===== src/rtl/cfgrom_pkg.sv =====
package cfgrom_pkg;

    localparam int LANES   = 8;
    localparam int BIT_IDX = 3;

    typedef enum logic {
        MODE_SERIAL   = 1'b0,
        MODE_PARALLEL = 1'b1
    } stream_mode_e;

    typedef struct packed {
        logic [LANES-1:0] value;
        logic [LANES-1:0] enable;
    } bus_drive_t;

    // MSB-first selection: index 0 picks bit 7
    function automatic logic msb_first_bit(input logic [LANES-1:0] word,
                                           input logic [BIT_IDX-1:0] idx);
        return word[~idx];
    endfunction

    function automatic logic [LANES-1:0] lane_mask(input stream_mode_e m);
        return (m == MODE_PARALLEL) ? {LANES{1'b1}} : {{(LANES-1){1'b0}}, 1'b1};
    endfunction

endpackage


===== src/rtl/cfgrom_store.sv =====
module cfgrom_store
    import cfgrom_pkg::*;
#(
    parameter int DEPTH = 16,
    localparam int AW   = $clog2(DEPTH)
) (
    input  logic             clk,
    input  logic             load_ok,
    input  logic             wr_en,
    input  logic [AW-1:0]    wr_addr,
    input  logic [LANES-1:0] wr_data,
    input  logic [AW-1:0]    rd_addr,
    output logic [LANES-1:0] rd_data
);

    logic [LANES-1:0] mem [DEPTH];

    always_ff @(posedge clk) begin
        if (wr_en && load_ok) begin
            mem[wr_addr] <= wr_data;
        end
    end

    assign rd_data = mem[rd_addr];

endmodule


===== src/rtl/cfgrom_addr_ctr.sv =====
module cfgrom_addr_ctr
    import cfgrom_pkg::*;
#(
    parameter int DEPTH = 16,
    localparam int AW   = $clog2(DEPTH)
) (
    input  logic               clk,
    input  logic               rst,
    input  logic               clear,
    input  logic               run,
    input  stream_mode_e       mode,
    output logic [AW-1:0]      addr,
    output logic [BIT_IDX-1:0] bit_idx,
    output logic               done
);

    localparam logic [AW-1:0]      LAST_ADDR = AW'(DEPTH - 1);
    localparam logic [BIT_IDX-1:0] LAST_BIT  = '1;

    logic byte_end;
    assign byte_end = (mode == MODE_PARALLEL) || (bit_idx == LAST_BIT);

    always_ff @(posedge clk) begin
        if (rst || clear) begin
            addr    <= '0;
            bit_idx <= '0;
            done    <= 1'b0;
        end else if (run && !done) begin
            if (byte_end) begin
                bit_idx <= '0;
                if (addr == LAST_ADDR) begin
                    done <= 1'b1;
                end else begin
                    addr <= addr + 1'b1;
                end
            end else begin
                bit_idx <= bit_idx + 1'b1;
            end
        end
    end

endmodule


===== src/rtl/cfgrom_out_stage.sv =====
module cfgrom_out_stage
    import cfgrom_pkg::*;
(
    input  logic               active,
    input  stream_mode_e       mode,
    input  logic [LANES-1:0]   word,
    input  logic [BIT_IDX-1:0] bit_idx,
    output bus_drive_t         drive
);

    always_comb begin
        drive = '0;
        if (active) begin
            drive.enable = lane_mask(mode);
            if (mode == MODE_PARALLEL) begin
                drive.value = word;
            end else begin
                drive.value = {{(LANES-1){1'b0}}, msb_first_bit(word, bit_idx)};
            end
        end
    end

endmodule


===== src/rtl/cfgrom_streamer.sv =====
module cfgrom_streamer
    import cfgrom_pkg::*;
#(
    parameter int DEPTH = 16,
    localparam int AW   = $clog2(DEPTH)
) (
    input  logic          clk,
    input  logic          rst,
    input  logic          ce_n,
    input  logic          oe_rst_n,
    input  logic          par_mode,
    input  logic          wr_en,
    input  logic [AW-1:0] wr_addr,
    input  logic [7:0]    wr_data,
    output logic [7:0]    dout,
    output logic [7:0]    dout_en,
    output logic          cas_n
);

    stream_mode_e       mode;
    logic [AW-1:0]      addr_q;
    logic [BIT_IDX-1:0] bit_q;
    logic               done_q;
    logic [LANES-1:0]   word;
    logic               selected;
    bus_drive_t         drive;

    assign mode     = stream_mode_e'(par_mode);
    assign selected = !rst && !ce_n && oe_rst_n;

    cfgrom_store #(.DEPTH(DEPTH)) store_i (
        .clk     (clk),
        .load_ok (!oe_rst_n),
        .wr_en   (wr_en),
        .wr_addr (wr_addr),
        .wr_data (wr_data),
        .rd_addr (addr_q),
        .rd_data (word)
    );

    cfgrom_addr_ctr #(.DEPTH(DEPTH)) ctr_i (
        .clk     (clk),
        .rst     (rst),
        .clear   (!oe_rst_n),
        .run     (!ce_n && oe_rst_n),
        .mode    (mode),
        .addr    (addr_q),
        .bit_idx (bit_q),
        .done    (done_q)
    );

    cfgrom_out_stage out_i (
        .active  (selected && !done_q),
        .mode    (mode),
        .word    (word),
        .bit_idx (bit_q),
        .drive   (drive)
    );

    assign dout    = drive.value;
    assign dout_en = drive.enable;
    assign cas_n   = !(selected && done_q);

endmodule


===== config.mk =====
export PLATFORM = sky130hd
export DESIGN_NAME = cfgrom_streamer
export DESIGN_NICKNAME = d
export VERILOG_FILES = /design/src/rtl/cfgrom_pkg.sv /design/src/rtl/cfgrom_store.sv /design/src/rtl/cfgrom_addr_ctr.sv /design/src/rtl/cfgrom_out_stage.sv /design/src/rtl/cfgrom_streamer.sv
export SDC_FILE = /design/constraint.sdc
export NUM_CORES = 1
export LEC_CHECK = 0
export ABC_AREA = 1
export BUFFER_PORTS_ARGS = -buffer_cell sky130_fd_sc_hd__buf_4
export CORE_MARGIN = 3
export CORE_UTILIZATION = 60
export CTS_CLUSTER_SIZE = 14
export DETAILED_ROUTE_END_ITERATION = 7
export PLACE_DENSITY = 0.8
export RECOVER_POWER = 25
export SETUP_SLACK_MARGIN = 0.05
export SLEW_MARGIN = 20
export SYNTH_ARGS = -nofsm -noshare
export SYNTH_HDL_FRONTEND = slang
export SYNTH_SLANG_ARGS = --single-unit

===== constraint.sdc =====
create_clock -name clk -period 3.4 [get_ports clk]
set_input_delay 0.68 -clock clk [delete_from_list [all_inputs] [get_ports clk]]
set_output_delay 0.68 -clock clk [all_outputs]
set_load 0.01 [all_outputs]

==> results of run 1 <==
[per-layer routing]
layer | wire length (um) | vias up | GRT usage [%]
met5 | 0 | - | 0
met4 | 406 | 0 | 10.6
met3 | 1570 | 49 | 7.35
met2 | 6890 | 322 | 43.1
met1 | 5350 | 2016 | 34.9
li1 | - | 1975 | -
[worst paths after layout]
| kind | start | endpoint | slack, ns | depth (start not counted) |
|---|---|---|---|---|
| worst min register to register | ctr_i.done | ctr_i.done | 0.49 | 2 |
| worst min-delay path | ctr_i.done | ctr_i.done | 0.49 | 2 |
| worst max register to register | ctr_i.bit_idx[0] | flop | 1.60 | 9 |
| worst max-delay path | flop | dout[0] | 0.20 | 13 |
[final cells by class]
cell class                      count  area (um^2)
Sequential cell                   140         4090
Tap cell                          129          161
Multi-Input combinational cell    354         1550
Inverter                           40          153
Fill cell                         637         2570
Timing Repair Buffer               42          299
Clock buffer                       25          582
Clock inverter                      7         57.6
[sequential cells by signal (all words and copies together), names as in the netlist, named ones only]
signal,cells
ctr_i.addr,4
ctr_i.bit_idx,3
ctr_i.done,1
store_i.mem,128
[cells in the mapped netlist]
| cell type | n |
|---|---|
| o211ai_1 | 8 |
| clkbuf_1 | 7 |
| nand3_1 | 75 |
| buf_4 | 7 |
| or2_0 | 1 |
| buf_6 | 6 |
| nand3b_1 | 2 |
| nor2_2 | 1 |
| nand2_1 | 174 |
| inv_2 | 4 |
| o21ai_1 | 5 |
| inv_1 | 36 |
| ha_1 | 3 |
| or2_2 | 1 |
| dfxtp_1 | 12 |
| o41ai_1 | 1 |
| o21ai_0 | 12 |
| a211oi_1 | 2 |
| buf_1 | 1 |
| nor2_1 | 52 |
| edfxtp_1 | 128 |
| a21oi_1 | 15 |
| buf_2 | 10 |
| nor3_1 | 2 |
[cell families (layout without fill, tap and decap cells)]
logic type                 Yosys count  count (layout)  synth area share, %
buffers and inverters               71             114                 5.86
DFF                                140             140                 68.3
adders and majority gates            3               3                0.627
and+or+nand+nor                    308             308                 21.2
AOI/OAI and AO/OA                   43              43                 4.08
[power by group through the flow]
| stage | sequential (mW) | combinational [mW] | clock (mW) |
|---|---|---|---|
| 3_5_place_dp | 1.94 | 0.127 | 0 |
| 2_1_floorplan | 1.94 | 0.0655 | 0 |
| 5_1_grt | 1.91 | 0.142 | 2.00 |
| 6_report | 1.91 | 0.129 | 1.90 |
| 4_1_cts | 1.90 | 0.130 | 1.90 |
| 3_3_place_gp | 1.94 | 0.123 | 0 |
[critical path: stages, from the launching register on]
cell and delay, ns:
dfxtp_2 0.33, inv_2 0.28, buf_4 0.28, nand2_1 0.10
nand2_1 0.09, nand2_1 0.06, nand3_1 0.10, nand3_1 0.16
nand3_1 0.15, nand3_1 0.08, nand3_1 0.09, nand3_1 0.08
nand2_1 0.07, buf_4 0.12
==> qor.csv, run 1 <==
metric,value,unit
Num Clock Sinks,140,
cell area after layout,6890,um^2
Worst EP arrival,2.52,ns
final setup fails,0,
die footprint,11200,um^2
I/O pins,35,
placed instance count,705,
Crit. End Element,primary output,
peak supply drop,0.526,mV
critical path class,reg2out,
Highest Clock Rate,0.312,GHz
hold buffers post-CTS,0,
total power,3.93,mW
std cell rows,35,
chip height,106,um
fraction of layout cells with a size suffix above 1,12.2,%
Critical Path Source Type,flop,
TNS Setup,0,ns
pre-CTS setup slack,0.709,ns
1st-iter DRT viols,594,
Comb pwr share,3.3,%
Pins Over Slew Limit,0,
Syn Nets,586,
cell area power density,571,nW/um^2
CORE AREA,9460,um^2
H-tree depth,4,
sw frac,20.5,%
LEAKAGE,2.66,nW
Least-Margin Pin Slew,0.899,ns
first-pass GRT wire length,22300,um
P_int,3.13,mW
synth warn,0,
area grow syn2layout,15.1,%
initial core utilization,63.3,%
post-route ant nets,0,
PnR worst setup slack,0.199,ns
Switch Pwr,0.805,mW
"Setup Fix Bufs, Post-CTS",0,
wire length per cell,19.3,um
final hold vios,0,
root buffer selected by CTS,clkbuf_8,
Relative slew margins,39.8,%
final net count,616,
"commonest non-fill, non-tap cell in the layout",nand2_1,
Detailed Place HPWL,8550,um
period utilisation layout,94.1,%
MaxCap Viol Count,0,
WL final,14200,um
GPL Wtd Cong,0.929,
status,"finished, final reports clean",
Synth area leaders,"edfxtp_1 (64%), nand2_1 (11%), nand3_1 (6.3%)",
number of global-route vias before repair,4215,
clock transition at the registers of the reported paths,0.06,ns
largest net degree at the start of global routing,73,
crit path time final,3.20,ns
Die X-Extent,106,um
Synth cell types,24,
WP data required,2.72,ns
DR pass1 iterations,8,
post-route insts no fill,737,
synthesized area per cell,10.6,um^2
Seq pwr share,48.5,%
PortBufs,34,
"Remaining Overflow, GRT",0,
critical path peak fanout,18,
Post-Syn Area,5980,um^2
DP Area,6260,um^2
TritonCTS clock tree,done,
via-per-instance ratio,5.92,
skew final,0.00292,ns
RSZ-0062 raised after global routing,false,
diode count,0,
Yosys reg bits,140,
most frequent cells in the layout,"nand2_1 (174), edfxtp_1 (128), nand3_1 (75)",
Hold Path Class,reg2reg,
top-area cell type share of the netlist area,64.2,%
post-cts resize count,0,
clock buffer depth,2,
Cells after Synth,565,
minimum hold slack,0.491,ns
initial antenna violation count,0,
Clk pwr share,48.3,%
Tot GR Track Use,26.8,%
CTS Buf Count,17,
via count,4362,
detailed-route DRC error count,0,
clk_lat worst skew,0.51,ns
sequential fraction of the synthesis area,68.3,%
final core occ,72.8,%
"area leader, netlist",edfxtp_1,
No activity file was read; power rests on OpenSTA's default activity.
==> run 2: changes to the inputs <==
--- a/config.mk
+++ b/config.mk
@@ -7,11 +7,13 @@
 export LEC_CHECK = 0
 export ABC_AREA = 1
 export BUFFER_PORTS_ARGS = -buffer_cell sky130_fd_sc_hd__buf_4
+export CELL_PAD_IN_SITES_DETAIL_PLACEMENT = 1
+export CELL_PAD_IN_SITES_GLOBAL_PLACEMENT = 1
 export CORE_MARGIN = 3
-export CORE_UTILIZATION = 60
+export CORE_UTILIZATION = 52
 export CTS_CLUSTER_SIZE = 14
 export DETAILED_ROUTE_END_ITERATION = 7
-export PLACE_DENSITY = 0.8
+export PLACE_DENSITY = 0.85
 export RECOVER_POWER = 25
 export SETUP_SLACK_MARGIN = 0.05
 export SLEW_MARGIN = 20
==> run 2 against run 1 <==
  * Worst setup slack better by 0.092 ns
  * Non-clock buffer count stayed put
  * Final area is 0.78% lower
  * Combinational power is 8% higher
  * Critical path depth stayed put
  * Clock power is 7% lower
  * Largest power group unchanged
==> qor.csv, run 2 (same netlist as run 1, synthesis figures left out) <==
metric,value,unit
status,"finished, final reports clean",
clock buffer depth,2,
H-tree depth,4,
detailed-route DRC error count,0,
I/O pins,35,
Highest Clock Rate,0.322,GHz
pre-CTS setup slack,0.401,ns
hold path depth,2,
Hold Path Class,reg2reg,
"Remaining Overflow, GRT",0,
"commonest non-fill, non-tap cell in the layout",nand2_1,
clock transition at the registers of the reported paths,0.06,ns
LEAKAGE,2.63,nW
clk_lat worst skew,0.42,ns
initial core utilization,54.2,%
final hold vios,0,
Pins Over Slew Limit,0,
CORE AREA,11000,um^2
Die X-Extent,113,um
cell area after layout,6830,um^2
MaxCap Viol Count,0,
Tot GR Track Use,29.1,%
Regs by FF count,"store_i.mem (128), ctr_i.addr (4), ctr_i.bit_idx (3)",
number of global-route vias before repair,4779,
Reg with most FFs,store_i.mem,
final setup fails,0,
Relative slew margins,39.0,%
DR pass1 iterations,5,
std cell rows,38,
Least-Margin Pin Slew,0.914,ns
fraction of layout cells with a size suffix above 1,11.8,%
PortBufs,34,
DP Area,6300,um^2
Detailed Place HPWL,10200,um
Worst R2R End,ctr_i.addr[3],
RSZ-0062 raised after global routing,false,
critical path class,reg2out,
post-route ant nets,0,
via count,4389,
Hold Crit Start,ctr_i.done,
1st-iter DRT viols,507,
most frequent cells in the layout,"nand2_1 (174), edfxtp_1 (128), nand3_1 (75)",
chip height,113,um
R2R cell count,9,
period utilisation layout,91.4,%
peak supply drop,0.463,mV
Hold EP,ctr_i.done,
Reg-to-Reg Start,ctr_i.bit_idx[0],
WL final,17600,um
crit path time final,3.11,ns
cell area power density,557,nW/um^2
area grow syn2layout,14.2,%
minimum hold slack,0.486,ns
skew final,0.00308,ns
root buffer selected by CTS,clkbuf_16,
Crit. End Element,primary output,
first-pass GRT wire length,27300,um
CTS Buf Count,17,
Worst EP arrival,2.43,ns
number of flip-flops under the largest register name,128,
final net count,616,
largest net degree at the start of global routing,73,
GPL Wtd Cong,0.824,
Critical Path Source Type,flop,
via-per-instance ratio,5.87,
PnR worst setup slack,0.291,ns
die footprint,12800,um^2
initial antenna violation count,0,
diode count,0,
WP data required,2.72,ns
R2R Setup Slk,1.55,ns
wire length per cell,23.6,um
TritonCTS clock tree,done,
critical path peak fanout,15,
TNS Setup,0,ns
Num Clock Sinks,140,
-- run 2: changes by cell type in the layout (fill, tap and decap cells not counted), sizes merged --
cell    before  now
inv         43   49
clkbuf      32   29
clkinv       4    2
buf         35   34
-- run 2: final cells by class --
| type | count | area, um^2 |
|---|---|---|
| clock buffer | 21 | 482 |
| clock inverter | 11 | 77.6 |
| fill | 1168 | 4200 |
| inverter | 40 | 150 |
| multi-input combinational | 354 | 1550 |
| sequential | 140 | 4090 |
| tap | 140 | 175 |
| timing repair buffer | 42 | 314 |
-- run 2: routing by layer --
| layer | vias to the layer above | part of all wire, % | global-route usage (%) |
|---|---|---|---|
| li1 | 1970 | - | - |
| met1 | 2169 | 39 | 35.4 |
| met2 | 211 | 51 | 48.5 |
| met3 | 39 | 7.5 | 8.24 |
| met4 | 0 | 2.8 | 12.7 |
| met5 | - | 0 | 0 |
-- run 2: how the worst max path moves through the flow --
stage               start       to  slack [ns]  cells after the start
floorplan            ce_n  dout[1]        0.76                      7
global route         flop  dout[0]         0.1                     13
global placement     ce_n  dout[1]        0.56                      9
finish               flop  dout[0]        0.29                     13
detailed placement   ce_n  dout[6]        0.40                      9
CTS                  flop  dout[0]        0.21                     12
-- run 2: what timing repair did --
| item | CTS | global route |
|---|---|---|
| endpoints found under the hold margin | 0 | 0 |
| setup endpoints to repair | 0 | 1 |
| buffers inserted | 0 | 0 |
| resized for setup | 0 | 1 |
| hold buffers | 0 | 0 |
-- run 2: per-stage QoR --
| stage | util (%) | power, mW | cells |
|---|---|---|---|
| floorplan | - | 2.00 | 565 |
| global placement | 57.1 | 2.07 | 716 |
| detailed placement | 57.1 | 2.08 | 716 |
| CTS | 62.2 | 3.82 | 748 |
| global route | 61.9 | 3.90 | 748 |
| finish | 61.9 | 3.81 | 748 |
-- run 2: report_power, final --
part	internal (mW)	switching, mW	total [mW]
Sequential	1.90	0.00768	1.91
Combinational	0.0363	0.102	0.139
Clock	1.02	0.738	1.76
Total	2.96	0.848	3.81
-- run 2: critical path: stages, from the launching register on --
cell and delay [ns]:
dfxtp_2 0.34, inv_2 0.29, buf_4 0.28, nand2_1 0.08, nand2_1 0.07, nand2_1 0.06
nand3_1 0.15, nand3_1 0.17, nand3_1 0.14, nand3_1 0.08, nand3_1 0.07, nand3_1 0.08
nand2_1 0.06, buf_4 0.11
